## config.mk

```make
export PLATFORM = sky130hd
export DESIGN_NAME = tripod_gait_driver
export DESIGN_NICKNAME = d
export VERILOG_FILES = /design/src/rtl/tgd_pkg.sv /design/src/rtl/tgd_edge_sync.sv /design/src/rtl/tgd_phase_ctr.sv /design/src/rtl/tgd_drive_regs.sv /design/src/rtl/tripod_gait_driver.sv
export SDC_FILE = /design/constraint.sdc
export NUM_CORES = 1
export LEC_CHECK = 0
export ABC_AREA = 1
export BUFFER_PORTS_ARGS = -buffer_cell sky130_fd_sc_hd__buf_2
export CORE_AREA = 3 3 40 42
export DETAILED_ROUTE_END_ITERATION = 7
export DIE_AREA = 0 0 43 45
export SLEW_MARGIN = 20
export SYNTH_ARGS = -nofsm -noshare
export SYNTH_HDL_FRONTEND = slang
export SYNTH_SLANG_ARGS = --single-unit
```

## constraint.sdc

```tcl
create_clock -name clk_i -period 0.8 [get_ports clk_i]
set_input_delay 0.04 -clock clk_i [delete_from_list [all_inputs] [get_ports clk_i]]
set_output_delay 0.04 -clock clk_i [all_outputs]
set_load 0.05 [all_outputs]
```

## src/rtl/tgd_pkg.sv

```systemverilog
package tgd_pkg;

  // Gray-coded divide-by-four phase; one bit changes per step
  typedef enum logic [1:0] {
    PH_IDLE = 2'b00,
    PH_RISE = 2'b01,
    PH_HIGH = 2'b11,
    PH_FALL = 2'b10
  } phase_e;

  typedef struct packed {
    logic lead;
    logic lag;
  } drive_pair_t;

  localparam int unsigned TRIPODS = 2;

  function automatic phase_e phase_step(input phase_e cur);
    case (cur)
      PH_IDLE: phase_step = PH_RISE;
      PH_RISE: phase_step = PH_HIGH;
      PH_HIGH: phase_step = PH_FALL;
      default: phase_step = PH_IDLE;
    endcase
  endfunction

  // leading line is high in the two phases after leaving idle
  function automatic logic lead_level(input phase_e ph);
    lead_level = (ph == PH_RISE) || (ph == PH_HIGH);
  endfunction

  // lagging line is high one phase later
  function automatic logic lag_level(input phase_e ph);
    lag_level = (ph == PH_HIGH) || (ph == PH_FALL);
  endfunction

endpackage

```

## src/rtl/tgd_edge_sync.sv

```systemverilog
module tgd_edge_sync #(
  parameter int unsigned STAGES = 2
) (
  input  logic clk_i,
  input  logic rst_i,
  input  logic async_i,
  output logic rise_o
);

  localparam int unsigned LAST = STAGES - 1;

  logic [LAST:0] chain_q;
  logic          last_q;

  always_ff @(posedge clk_i) begin
    if (rst_i) begin
      chain_q <= '0;
      last_q  <= 1'b0;
    end else begin
      chain_q[0] <= async_i;
      last_q     <= chain_q[LAST];
    end
  end

  generate
    for (genvar s = 1; s < STAGES; s++) begin : g_stage
      always_ff @(posedge clk_i) begin
        if (rst_i) chain_q[s] <= 1'b0;
        else       chain_q[s] <= chain_q[s-1];
      end
    end
  endgenerate

  assign rise_o = chain_q[LAST] & ~last_q;

endmodule

```

## src/rtl/tgd_phase_ctr.sv

```systemverilog
module tgd_phase_ctr
  import tgd_pkg::*;
(
  input  logic   clk_i,
  input  logic   rst_i,
  output phase_e phase_nxt_o
);

  phase_e phase_q;

  assign phase_nxt_o = rst_i ? PH_IDLE : phase_step(phase_q);

  always_ff @(posedge clk_i) begin
    phase_q <= phase_nxt_o;
  end

endmodule

```

## src/rtl/tgd_drive_regs.sv

```systemverilog
module tgd_drive_regs
  import tgd_pkg::*;
(
  input  logic        clk_i,
  input  logic        rst_i,
  input  phase_e      phase_nxt_i,
  input  logic        swap_nxt_i,
  output drive_pair_t pair_o [TRIPODS]
);

  drive_pair_t base;

  always_comb begin
    base.lead = lead_level(phase_nxt_i);
    base.lag  = lag_level(phase_nxt_i);
  end

  generate
    for (genvar t = 0; t < TRIPODS; t++) begin : g_tripod
      localparam logic OPPOSE = (t % 2 == 1);
      drive_pair_t pair_q;
      always_ff @(posedge clk_i) begin
        if (rst_i) begin
          pair_q <= OPPOSE ? 2'b11 : 2'b00;
        end else begin
          pair_q <= base ^ {2{swap_nxt_i ^ OPPOSE}};
        end
      end
      assign pair_o[t] = pair_q;
    end
  endgenerate

endmodule

```

## src/rtl/tripod_gait_driver.sv

```systemverilog
module tripod_gait_driver
  import tgd_pkg::*;
#(
  parameter int unsigned SYNC_STAGES = 2
) (
  input  logic clk_i,
  input  logic rst_i,
  input  logic leg_pulse_i,
  output logic out1a_o,
  output logic out1b_o,
  output logic out2a_o,
  output logic out2b_o
);

  logic        swap_tog;
  logic        swap_q;
  logic        swap_nxt;
  phase_e      phase_nxt;
  drive_pair_t pairs [TRIPODS];

  tgd_edge_sync #(.STAGES(SYNC_STAGES)) u_sync (
    .clk_i   (clk_i),
    .rst_i   (rst_i),
    .async_i (leg_pulse_i),
    .rise_o  (swap_tog)
  );

  tgd_phase_ctr u_ctr (
    .clk_i       (clk_i),
    .rst_i       (rst_i),
    .phase_nxt_o (phase_nxt)
  );

  assign swap_nxt = swap_q ^ swap_tog;

  always_ff @(posedge clk_i) begin
    if (rst_i) swap_q <= 1'b0;
    else       swap_q <= swap_nxt;
  end

  tgd_drive_regs u_drv (
    .clk_i       (clk_i),
    .rst_i       (rst_i),
    .phase_nxt_i (phase_nxt),
    .swap_nxt_i  (swap_nxt),
    .pair_o      (pairs)
  );

  assign out1a_o = pairs[0].lead;
  assign out1b_o = pairs[0].lag;
  assign out2a_o = pairs[1].lead;
  assign out2b_o = pairs[1].lag;

endmodule

```

==> flow_metrics.env <==
export IMPL_p_leak_nw=0.1146
export IMPL_ctsHoldBuffers=0
export IMPL_grt_pass1_wl_um=365
export IMPL_dr_pass1_iters=1
export IMPL_portBuffers=5
export IMPL_gr_total_overflow=0
export IMPL_setup_ws_ns=0.03546
export IMPL_min_delay_path_class="input port to register"
export IMPL_synth_compound_area_share=0
export IMPL_grt_pass1_vias=100
export IMPL_clock_sinks=6
export IMPL_finalSetupViolations=0
export IMPL_slew_violations=0
export IMPL_antenna_left=0
export IMPL_required_ns=0.76
export IMPL_rows=13
export IMPL_core_um2=1285
export IMPL_die_area_um2=1935
export IMPL_synth_area_um2=153.9
export IMPL_cts_tree="done"
export IMPL_timing_hold_ws_ns=0.02660
export IMPL_period_needed_ns=0.7645
export IMPL_peakVddDrop_mv=0.8488
export IMPL_maxSlewHeadroom=0.9033
export IMPL_setup_tns_ns=0
export IMPL_muxShareOfSynthArea=0
export IMPL_clock_latency_ns=0.24
export IMPL_path_delay_family="flip-flops"
export IMPL_multi_input_area_um2=22.52
export IMPL_critical_path_slowest_cell="dfxtp_1"
export IMPL_dp_hpwl_um=182.9
export IMPL_chipHeight_um=45
export IMPL_pin_count=7
export IMPL_track_usage=0.03333
export IMPL_routed_wl_um=244
export IMPL_syn_inst=15
export IMPL_synth_simple_area_share=0.1463
export IMPL_fin_skew_ns=0.001152
export IMPL_place_congestion=0.6028
export IMPL_post_drt_wl_per_cell_um=6.421
export IMPL_end_kind="output pin"
export IMPL_synth_seq_cells=6
export IMPL_dpl_cell_area_um2=197.7
export IMPL_grt_setup_unrepaired="no"
export IMPL_worstPathCellList="buf_4"
export IMPL_fin_nets=28
export IMPL_critPathBufInv=1
export IMPL_syn_avg_cell_area_um2=10.26
export IMPL_finalCritPeriodShare=0.9557
export IMPL_arrival_ns=0.72
export IMPL_seq_area_um2=120.1
export IMPL_timing_fmax_ghz=1.308
export IMPL_n_antenna_cell=0
export IMPL_cp_slowest_stage_delay_ns=0.30
export IMPL_cp_max_fo=1
export IMPL_clk_path_buf_depth=2
export IMPL_vias=114
export IMPL_crit_type="register to output pin"
export IMPL_clk_pin_slew_ns=0.04
export IMPL_cts_buffers=3
export IMPL_drc_errors=0
export IMPL_start_util=0.1198
export IMPL_via_per_inst=3.000
export IMPL_cts_root_buffer_cell="clkbuf_4"
export IMPL_worst_pin_slew_ns=0.1462
export IMPL_start_kind="register"
export IMPL_synth_cell_types=5
export IMPL_dpl_worst_slack_ns=0.2192
export IMPL_synth_xor_area_frac=0
export IMPL_stdcell_area_um2=241.5
export IMPL_grt_max_degree=6
export IMPL_p_per_area_nw_per_um2=2851
export IMPL_cap_violations=0
export IMPL_seq_area_frac_synth=0.7805
export IMPL_die_width_um=43
export IMPL_synth_top_family_by_area="simple AND/OR/NAND/NOR gates"
export IMPL_synth_adder_area_share=0
export IMPL_syn_num_nets=18
export IMPL_status="finished, final reports clean"
export IMPL_power_mw=0.6885
export IMPL_drive_above_1_share=0.3913
export IMPL_area_growth_pct=56.91
export IMPL_hold_viol_final=0
export IMPL_drt_iter0_drc=0
export IMPL_grt_antenna_before_repair=0
export IMPL_htreeDepth=1
export IMPL_ys_warn_count=1
export IMPL_n_fill_cell=152
==> kinds of logic (layout without fill, tap and decap cells) <==
| group | count (synthesis) | in the layout |
|---|---|---|
| AND/OR/NAND/NOR | 6 | 6 |
| flip-flops | 6 | 6 |
| buffers and inverters | 3 | 11 |
==> worst paths after layout <==
check	startpoint	end	slack, ns	depth (start not counted)
worst min register to register	u_ctr.phase_q[0]	u_drv.pair_o[0]	0.39	1
worst min-delay path	rst_i	u_drv.pair_o[2]	0.03	2
worst max register to register	u_ctr.phase_q[1]	u_drv.pair_o[1]	0.28	2
worst max-delay path	u_drv.pair_o[2]	out1b_o	0.04	1
==> power breakdown <==
part           internal, mW  total [mW]  switching [mW]  leakage [nW]
Sequential            0.320       0.328         0.00859        0.0502
Clock                 0.169       0.272           0.102        0.0138
Combinational        0.0289      0.0884          0.0595        0.0507
Total                 0.518       0.689           0.171         0.115
==> timing repair <==
item	in CTS	in global routing
setup buffers	0	0
resized for setup	4	3
pin swaps	0	0
endpoints found under the setup margin	4	3
==> metrics by stage <==
step	util	cells
2_1_floorplan	-	15
3_3_place_gp	0.1538	35
3_5_place_dp	0.1538	35
4_1_cts	0.1792	38
5_1_grt	0.1879	38
6_report	0.1879	38
==> cell usage after synthesis <==
library cell,n,share of area
nor2_1,4,0.098
inv_1,2,0.049
dfxtp_1,6,0.78
nand2_1,2,0.049
inv_2,1,0.024
==> cell type report <==
type	instances	share of cell area
clock buffers	3	0.09326
inverters	3	0.04663
multi-input cells	6	0.09326
flip-flops and latches	6	0.4974
well taps	15	0.07772
repair buffers	5	0.1917
==> per-layer routing <==
| metal | track usage | vias to the layer above | wire length, um |
|---|---|---|---|
| met2 | 0.03293 | 8 | 89 |
| met4 | 0.01807 | 0 | 0 |
| met5 | 0 | - | 0 |
| met1 | 0.02657 | 47 | 90 |
| met3 | 0.05976 | 0 | 64 |
| li1 | - | 59 | - |
==> state kept, by name (all words and copies together), names as in the netlist <==
signal	flops
u_ctr.phase_q	2
u_drv.pair_o	4
==> cell usage in the layout (no fill, tap or decap) <==
| master | instances |
|---|---|
| buf_2 | 1 |
| buf_4 | 1 |
| buf_6 | 3 |
| clkbuf_4 | 3 |
| dfxtp_1 | 6 |
| inv_1 | 2 |
| inv_2 | 1 |
| nand2_1 | 2 |
| nor2_1 | 4 |
(Power assumes the default switching activity.)
